<file path="src/rtl/can_af_pkg.sv">
`timescale 1ns/1ps
package can_af_pkg;
  localparam logic [1:0] F_ID   = 2'd0;
  localparam logic [1:0] F_CTRL = 2'd1;
  localparam logic [1:0] F_STAT = 2'd2;
  localparam logic [1:0] F_CMD  = 2'd3;

  localparam int CB_EXT = 0;
  localparam int CB_DIR = 1;
  localparam int CB_VAL = 2;

  localparam int SB_RX  = 0;
  localparam int SB_TX  = 1;
  localparam int SB_REL = 2;

  typedef struct packed {
    logic valid;
    logic tx_dir;
    logic ext;
  } obj_ctrl_t;
endpackage

</file>
<file path="src/rtl/can_af_regs.sv">
`timescale 1ns/1ps
module can_af_regs
  import can_af_pkg::*;
#(
  parameter int NOBJ  = 15,
  parameter int IDX_W = 4,
  parameter int ID_W  = 29,
  parameter int STD_W = 11
) (
  input  logic             clk,
  input  logic             rst,
  input  logic             we,
  input  logic [IDX_W-1:0] obj,
  input  logic [1:0]       fld,
  input  logic [ID_W-1:0]  wdata,
  output logic [STD_W-1:0] std_mask,
  output logic [ID_W-1:0]  ext_mask,
  output logic [ID_W-1:0]  loc_mask,
  output logic [ID_W-1:0]  obj_id   [1:NOBJ],
  output obj_ctrl_t        obj_ctrl [1:NOBJ]
);
  always_ff @(posedge clk) begin
    if (rst) begin
      std_mask <= '1;
      ext_mask <= '1;
      loc_mask <= '1;
    end else if (we && obj == '0) begin
      case (fld)
        F_ID:    std_mask <= wdata[STD_W-1:0];
        F_CTRL:  ext_mask <= wdata;
        F_STAT:  loc_mask <= wdata;
        default: ;
      endcase
    end
  end

  for (genvar g = 1; g <= NOBJ; g++) begin : g_obj
    logic [ID_W-1:0] id_q;
    obj_ctrl_t       ctl_q;
    always_ff @(posedge clk) begin
      if (rst) begin
        id_q  <= '0;
        ctl_q <= '0;
      end else if (we && obj == IDX_W'(g)) begin
        if (fld == F_ID) id_q <= wdata;
        if (fld == F_CTRL) begin
          ctl_q.valid  <= wdata[CB_VAL];
          ctl_q.tx_dir <= (g == NOBJ) ? 1'b0 : wdata[CB_DIR];
          ctl_q.ext    <= wdata[CB_EXT];
        end
      end
    end
    assign obj_id[g]   = id_q;
    assign obj_ctrl[g] = ctl_q;
  end
endmodule

</file>
<file path="src/rtl/can_af_match.sv">
`timescale 1ns/1ps
module can_af_match
  import can_af_pkg::*;
#(
  parameter int NOBJ  = 15,
  parameter int IDX_W = 4,
  parameter int ID_W  = 29,
  parameter int STD_W = 11
) (
  input  logic [ID_W-1:0]  frm_id,
  input  logic             frm_ext,
  input  logic             frm_rtr,
  input  logic [STD_W-1:0] std_mask,
  input  logic [ID_W-1:0]  ext_mask,
  input  logic [ID_W-1:0]  loc_mask,
  input  logic [ID_W-1:0]  obj_id   [1:NOBJ],
  input  obj_ctrl_t        obj_ctrl [1:NOBJ],
  output logic             hit,
  output logic [IDX_W-1:0] idx
);
  logic [ID_W-1:0] eff_mask;
  logic [NOBJ:1]   cand;

  assign eff_mask = frm_ext ? ext_mask : ID_W'(std_mask);

  for (genvar g = 1; g < NOBJ; g++) begin : g_cmp
    assign cand[g] = obj_ctrl[g].valid && (obj_ctrl[g].ext == frm_ext) &&
                     (obj_ctrl[g].tx_dir == frm_rtr) &&
                     (((frm_id ^ obj_id[g]) & eff_mask) == '0);
  end

  assign cand[NOBJ] = obj_ctrl[NOBJ].valid && (obj_ctrl[NOBJ].ext == frm_ext) &&
                      !obj_ctrl[NOBJ].tx_dir && !frm_rtr &&
                      (((frm_id ^ obj_id[NOBJ]) & eff_mask & loc_mask) == '0);

  always_comb begin
    hit = 1'b0;
    idx = '0;
    for (int i = NOBJ - 1; i >= 1; i--) begin
      if (cand[i]) begin
        hit = 1'b1;
        idx = IDX_W'(i);
      end
    end
    if (!hit && cand[NOBJ]) begin
      hit = 1'b1;
      idx = IDX_W'(NOBJ);
    end
  end
endmodule

</file>
<file path="src/rtl/can_af_status.sv">
`timescale 1ns/1ps
module can_af_status #(
  parameter int NOBJ      = 15,
  parameter int IDX_W     = 4,
  parameter int BUF_DEPTH = 2,
  parameter int OCC_W     = 2
) (
  input  logic             clk,
  input  logic             rst,
  input  logic             set_rx,
  input  logic [IDX_W-1:0] rx_idx,
  input  logic             set_tx_a,
  input  logic [IDX_W-1:0] tx_a_idx,
  input  logic             set_tx_b,
  input  logic [IDX_W-1:0] tx_b_idx,
  input  logic             clr_en,
  input  logic [IDX_W-1:0] clr_idx,
  input  logic             clr_rx,
  input  logic             clr_tx,
  input  logic             push,
  input  logic             pop,
  output logic [NOBJ:1]    rx_flag,
  output logic [NOBJ:1]    tx_flag,
  output logic [OCC_W-1:0] occ,
  output logic             full
);
  for (genvar g = 1; g <= NOBJ; g++) begin : g_flag
    logic sel_clr;
    assign sel_clr = clr_en && clr_idx == IDX_W'(g);
    always_ff @(posedge clk) begin
      if (rst) begin
        rx_flag[g] <= 1'b0;
        tx_flag[g] <= 1'b0;
      end else begin
        if (set_rx && rx_idx == IDX_W'(g))         rx_flag[g] <= 1'b1;
        else if (sel_clr && clr_rx)                rx_flag[g] <= 1'b0;
        if ((set_tx_a && tx_a_idx == IDX_W'(g)) ||
            (set_tx_b && tx_b_idx == IDX_W'(g)))   tx_flag[g] <= 1'b1;
        else if (sel_clr && clr_tx)                tx_flag[g] <= 1'b0;
      end
    end
  end

  logic dec;
  assign dec  = pop && occ != '0;
  assign full = occ == OCC_W'(BUF_DEPTH);

  always_ff @(posedge clk) begin
    if (rst)              occ <= '0;
    else if (push && !dec) occ <= occ + 1'b1;
    else if (!push && dec) occ <= occ - 1'b1;
  end
endmodule

</file>
<file path="src/rtl/can_accept_filter.sv">
`timescale 1ns/1ps
module can_accept_filter
  import can_af_pkg::*;
#(
  parameter int NOBJ      = 15,
  parameter int ID_W      = 29,
  parameter int STD_W     = 11,
  parameter int DATA_W    = 64,
  parameter int BUF_DEPTH = 2,
  parameter int REG_W     = 32
) (
  input  logic                         clk,
  input  logic                         rst,
  input  logic                         frm_valid,
  input  logic [ID_W-1:0]              frm_id,
  input  logic                         frm_ext,
  input  logic                         frm_rtr,
  input  logic [3:0]                   frm_dlc,
  input  logic [DATA_W-1:0]            frm_data,
  input  logic                         cfg_we,
  input  logic                         cfg_re,
  input  logic [$clog2(NOBJ+1)+1:0]    cfg_addr,
  input  logic [REG_W-1:0]             cfg_wdata,
  output logic [REG_W-1:0]             cfg_rdata,
  output logic                         st_vld,
  output logic [$clog2(NOBJ+1)-1:0]    st_idx,
  output logic [3:0]                   st_dlc,
  output logic [DATA_W-1:0]            st_data,
  output logic                         ar_vld,
  output logic [$clog2(NOBJ+1)-1:0]    ar_idx,
  output logic                         tx_vld,
  output logic [$clog2(NOBJ+1)-1:0]    tx_idx,
  output logic                         tx_rmt
);
  localparam int IDX_W = $clog2(NOBJ + 1);
  localparam int OCC_W = $clog2(BUF_DEPTH + 1);

  logic [IDX_W-1:0] a_obj;
  logic [1:0]       a_fld;
  assign a_obj = cfg_addr[IDX_W+1:2];
  assign a_fld = cfg_addr[1:0];

  logic unused_wdata;
  assign unused_wdata = ^cfg_wdata[REG_W-1:ID_W];

  logic [STD_W-1:0] std_mask;
  logic [ID_W-1:0]  ext_mask, loc_mask;
  logic [ID_W-1:0]  obj_id   [1:NOBJ];
  obj_ctrl_t        obj_ctrl [1:NOBJ];

  can_af_regs #(.NOBJ(NOBJ), .IDX_W(IDX_W), .ID_W(ID_W), .STD_W(STD_W)) u_regs (
    .clk(clk), .rst(rst), .we(cfg_we), .obj(a_obj), .fld(a_fld),
    .wdata(cfg_wdata[ID_W-1:0]), .std_mask(std_mask), .ext_mask(ext_mask),
    .loc_mask(loc_mask), .obj_id(obj_id), .obj_ctrl(obj_ctrl)
  );

  logic             m_hit;
  logic [IDX_W-1:0] m_idx;

  can_af_match #(.NOBJ(NOBJ), .IDX_W(IDX_W), .ID_W(ID_W), .STD_W(STD_W)) u_match (
    .frm_id(frm_id), .frm_ext(frm_ext), .frm_rtr(frm_rtr), .std_mask(std_mask),
    .ext_mask(ext_mask), .loc_mask(loc_mask), .obj_id(obj_id), .obj_ctrl(obj_ctrl),
    .hit(m_hit), .idx(m_idx)
  );

  // host command decode against the addressed object's current control bits
  logic obj_in_range, cmd_valid, cmd_dir;
  always_comb begin
    cmd_valid = 1'b0;
    cmd_dir   = 1'b0;
    for (int i = 1; i <= NOBJ; i++) begin
      if (a_obj == IDX_W'(i)) begin
        cmd_valid = obj_ctrl[i].valid;
        cmd_dir   = obj_ctrl[i].tx_dir;
      end
    end
  end
  assign obj_in_range = a_obj != '0 && a_obj <= IDX_W'(NOBJ);

  logic [NOBJ:1]    rx_flag, tx_flag;
  logic [OCC_W-1:0] occ;
  logic             full, to_last, store_go, reply_go, send_go, stat_wr, release_go;

  assign to_last    = m_idx == IDX_W'(NOBJ);
  assign store_go   = frm_valid && m_hit && !frm_rtr && !(to_last && full);
  assign reply_go   = frm_valid && m_hit && frm_rtr;
  assign send_go    = cfg_we && obj_in_range && a_fld == F_CMD && cfg_wdata[0] && cmd_valid;
  assign stat_wr    = cfg_we && obj_in_range && a_fld == F_STAT;
  assign release_go = stat_wr && a_obj == IDX_W'(NOBJ) && cfg_wdata[SB_REL];

  can_af_status #(.NOBJ(NOBJ), .IDX_W(IDX_W), .BUF_DEPTH(BUF_DEPTH), .OCC_W(OCC_W)) u_stat (
    .clk(clk), .rst(rst),
    .set_rx(store_go), .rx_idx(m_idx),
    .set_tx_a(reply_go), .tx_a_idx(m_idx),
    .set_tx_b(send_go), .tx_b_idx(a_obj),
    .clr_en(stat_wr), .clr_idx(a_obj), .clr_rx(cfg_wdata[SB_RX]), .clr_tx(cfg_wdata[SB_TX]),
    .push(store_go && to_last), .pop(release_go),
    .rx_flag(rx_flag), .tx_flag(tx_flag), .occ(occ), .full(full)
  );

  logic [REG_W-1:0] rd_val;
  always_comb begin
    rd_val = '0;
    if (a_obj == '0) begin
      case (a_fld)
        F_ID:    rd_val[STD_W-1:0] = std_mask;
        F_CTRL:  rd_val[ID_W-1:0]  = ext_mask;
        F_STAT:  rd_val[ID_W-1:0]  = loc_mask;
        default: ;
      endcase
    end
    for (int i = 1; i <= NOBJ; i++) begin
      if (a_obj == IDX_W'(i)) begin
        case (a_fld)
          F_ID:   rd_val[ID_W-1:0] = obj_id[i];
          F_CTRL: rd_val[2:0]      = obj_ctrl[i];
          F_STAT: begin
            rd_val[SB_RX] = rx_flag[i];
            rd_val[SB_TX] = tx_flag[i];
            if (i == NOBJ) rd_val[OCC_W+1:2] = occ;
          end
          default: ;
        endcase
      end
    end
  end

  always_ff @(posedge clk) begin
    if (rst) begin
      cfg_rdata <= '0;
      st_vld <= 1'b0; st_idx <= '0; st_dlc <= '0; st_data <= '0;
      ar_vld <= 1'b0; ar_idx <= '0;
      tx_vld <= 1'b0; tx_idx <= '0; tx_rmt <= 1'b0;
    end else begin
      cfg_rdata <= cfg_re ? rd_val : '0;
      st_vld  <= store_go;
      st_idx  <= store_go ? m_idx : '0;
      st_dlc  <= store_go ? frm_dlc : '0;
      st_data <= store_go ? frm_data : '0;
      ar_vld  <= reply_go;
      ar_idx  <= reply_go ? m_idx : '0;
      tx_vld  <= send_go;
      tx_idx  <= send_go ? a_obj : '0;
      tx_rmt  <= send_go && !cmd_dir;
    end
  end
endmodule

</file>
<file path="config.mk">
export PLATFORM = sky130hd
export DESIGN_NAME = can_accept_filter
export DESIGN_NICKNAME = d
export VERILOG_FILES = /design/src/rtl/can_af_pkg.sv /design/src/rtl/can_af_regs.sv /design/src/rtl/can_af_match.sv /design/src/rtl/can_af_status.sv /design/src/rtl/can_accept_filter.sv
export SDC_FILE = /design/constraint.sdc
export NUM_CORES = 2
export LEC_CHECK = 0
export BUFFER_PORTS_ARGS = -buffer_cell sky130_fd_sc_hd__buf_2
export CAP_MARGIN = 20
export CORE_MARGIN = 2
export CORE_UTILIZATION = 56
export DETAILED_ROUTE_END_ITERATION = 8
export PLACE_DENSITY = 0.75
export SYNTH_ARGS = -nofsm -noshare
export SYNTH_HDL_FRONTEND = slang
export SYNTH_SLANG_ARGS = --single-unit
</file>
<file path="constraint.sdc">
create_clock -name clk -period 3.5 [get_ports clk]
set_clock_uncertainty 0.05 [all_clocks]
set_input_delay 0 -clock clk [delete_from_list [all_inputs] [get_ports clk]]
set_output_delay 0 -clock clk [all_outputs]
set_load 0.1 [all_outputs]
</file>
==> flow_metrics.env <==
export IMPL_fin_area_sq_um=41900
export IMPL_synthArstFlopShare=0
export IMPL_slowest_delay_ps=530
export IMPL_layout_drive_gt1_share=0.153
export IMPL_drt_iter0_drc=7215
export IMPL_place_ws_ps=39.6
export IMPL_synth_area_leaders="dfxtp_1 (40%), nand2_1 (12%), xnor2_1 (11%)"
export IMPL_critPathLaunch="u_regs.std_mask[9]"
export IMPL_synth_seq_area_share=0.398
export IMPL_min_path_type="primary input to flop"
export IMPL_clockBufferDepth=3
export IMPL_required_ps=3980
export IMPL_die_y_um=254
export IMPL_dr_pass1_iters=9
export IMPL_clkLatencyLatePin_ps=660
export IMPL_cp_arrival_ps=3970
export IMPL_path_max_fanout=20
export IMPL_drcViolationCount=0
export IMPL_path_common_cell="buf_4"
export IMPL_syn_inst=4442
export IMPL_mostFrequentLayoutCells="nand2_1 (1100), dfxtp_1 (693), a21oi_1 (527), xnor2_1 (444), buf_4 (266)"
export IMPL_setup_violations=0
export IMPL_rsz0062_at_grt="yes"
export IMPL_worst_pin_slew_ps=1120
export IMPL_synth_area_sq_um=34900
export IMPL_via_per_inst=6.72
export IMPL_cellLeakagePower_nw=14.4
export IMPL_grt_total_usage=0.502
export IMPL_max_cap_violations=0
export IMPL_hp_start="frm_data[46]"
export IMPL_finalCritPeriodShare=0.997
export IMPL_r2r_start="u_regs.std_mask[9]"
export IMPL_hpwl_mm=116
export IMPL_grt_overflow=0
export IMPL_core_area_sq_um=61600
export IMPL_finalSetupTns_ps=0
export IMPL_htree_num_levels=3
export IMPL_cts_buffers=75
export IMPL_slowest_stage="or4_4"
export IMPL_hold_violations=0
export IMPL_cts_root_buf="clkbuf_16"
export IMPL_final_common_cell="nand2_1"
export IMPL_initial_core_util=0.566
export IMPL_finalMaxSlewViolations=0
export IMPL_path_class="flop to flop"
export IMPL_antenna_found_initial=1
export IMPL_cp_end_kind="flop"
export IMPL_max_freq_mhz=287
export IMPL_area_delta_synth_final_pct=20.1
export IMPL_ys_ff_latch=693
export IMPL_ant_nets=0
export IMPL_place_port_buffers=251
export IMPL_dp_cells=5407
export IMPL_fillers=5103
export IMPL_cp_start_kind="flop"
export IMPL_grt_max_degree=211
export IMPL_setup_slack_ps=11.6
export IMPL_num_vias=38000
export IMPL_synth_area_leader_cell="dfxtp_1"
export IMPL_crit_chain="mux2i_1 > buf_4 > buf_4 > o22ai_1 > nor4_1 > buf_4 > nand4_1 > nand4_1 > buf_4 > or4_4 > o311a_4 > buf_4 > and2_1"
export IMPL_gp_congestion=1.09
export IMPL_power_density_nw_per_um2=439
export IMPL_clk_pin_slew_ps=60
export IMPL_grt_pass1_wl_mm=237
export IMPL_netlist_area_leader_share=0.398
export IMPL_fp_row_count=91
export IMPL_dieArea_sq_um=64300
export IMPL_multi_input_area_sq_um=19200
export IMPL_slew_headroom=0.252
export IMPL_stdcell_count=5651
export IMPL_fin_crit_ps=3490
export IMPL_nets=4903
export IMPL_grt_pass1_vias=35000
export IMPL_synth_edff_count=0
export IMPL_place_area_sq_um=38200
export IMPL_fp_dieW_um=254
export IMPL_wl_per_cell_um=29.5
export IMPL_ys_warn_count=0
export IMPL_tritoncts="yes"
export IMPL_register_area_sq_um=13900
export IMPL_synth_avg_cell_area_sq_um=7.85
export IMPL_cts_sinks=693
export IMPL_synth_distinct_cells=75
export IMPL_synth_flop_cell="dfxtp_1"
export IMPL_vdd_drop_max_mv=0.495
export IMPL_io_pins=258
export IMPL_drt_wl_total_mm=166
export IMPL_status="finished, final reports clean"
## sequential cells by signal, summed over array words and instances (netlist names)
register           flops
tx_vld                 1
st_vld                 1
ar_idx                 4
u_regs.g_obj.id_q    435
u_regs.std_mask       11
ar_vld                 1
tx_rmt                 1
u_stat.tx_flag        15
u_regs.ext_mask       29
tx_idx                 4
st_data               64
st_dlc                 4
u_regs.loc_mask       29
u_stat.occ             2
cfg_rdata             29
u_regs.obj_ctrl       44
u_stat.rx_flag        15
st_idx                 4
## worst paths after layout
check	to	slack (ps)	cells after the start
setup / recovery	st_data[25]	10	13
hold reg to reg	u_regs.g_obj[15].id_q[15]	430	2
hold / removal	st_data[46]	40	3
setup reg to reg	st_data[25]	10	13
## cell type report
cell class | count | share of cell area
Clock inverter | 35 | 0.0108
Antenna cell | 1 | 0.0000598
Clock buffer | 100 | 0.0509
Inverter | 10 | 0.000926
Tap cell | 837 | 0.0250
Multi-Input combinational cell | 3314 | 0.459
Sequential cell | 693 | 0.331
Timing Repair Buffer | 661 | 0.122
## synthesized netlist by cell type (6+ instances only)
library cell,n
inv_1,10
nor3_1,11
nand2b_1,9
a211o_1,6
and3_1,19
mux2i_1,82
nand3_1,68
a22o_1,12
o31ai_1,16
xnor2_1,444
nand2_2,8
clkbuf_1,295
nand4_1,34
a22oi_1,85
a32oi_1,9
a31oi_1,14
a221oi_1,54
mux2i_4,7
buf_2,85
buf_1,25
buf_6,10
a21oi_1,527
nand2_1,1100
nor2_1,135
buf_4,11
a2111oi_0,8
ha_1,6
nor4_1,59
a222oi_1,36
nor2b_1,13
dfxtp_1,693
xor2_1,22
a211oi_1,21
o211ai_1,24
o221ai_1,17
o21ai_0,103
o22ai_1,219
and2_1,84
## logic make-up after synthesis
kind of cell             share of synthesized area
buffers and inverters                       0.0539
AND/OR/NAND/NOR                              0.190
other                                     0.000108
flip-flops                                   0.398
XOR/XNOR                                     0.117
adder cells (fa/ha/maj)                    0.00215
multiplexers                                0.0281
AO/OA/AOI/OAI                                0.211
## critical path: cells and delay by family, from the launching register on
| family | cells | cell delay, ps |
|---|---|---|
| compound gates | 2 | 620 |
| buf+inv | 5 | 1000 |
| simple gates | 5 | 1260 |
| mux | 1 | 80 |
| flops | 1 | 360 |
## through the flow
step / util / power, mW / hold slack [ps]
2_1_floorplan: - / 9.16 / 71.7
3_3_place_gp: 0.620 / 9.92 / 149
3_5_place_dp: 0.620 / 9.92 / 152
4_1_cts: 0.679 / 18.2 / 21.8
5_1_grt: 0.680 / 18.7 / 66.0
6_report: 0.680 / 18.4 / 40.5
## per-layer routing
layer / global-route usage / wire length [um] / vias to the layer above
met4: 0.370 / 15200 / 2
met3: 0.158 / 25300 / 886
li1: - / - / 16000
met2: 0.739 / 68600 / 3503
met5: 0 / 13 / -
met1: 0.615 / 57400 / 17600
## where the power goes
| part | leakage (nW) | internal (mW) | total (mW) | switching (mW) |
|---|---|---|---|---|
| Clock | 1.28 | 4.84 | 8.42 | 3.58 |
| Sequential | 5.59 | 7.92 | 7.95 | 0.0336 |
| Combinational | 7.56 | 0.659 | 2.02 | 1.36 |
## repair_timing
item | CTS | global route
gates resized for setup | 0 | 9
buffers inserted | 0 | 2
hold buffers | 106 | 0
endpoints found under the setup margin | 0 | 89
hold endpoints to repair | 651 | 0
Power figures use the tool's default switching activity.
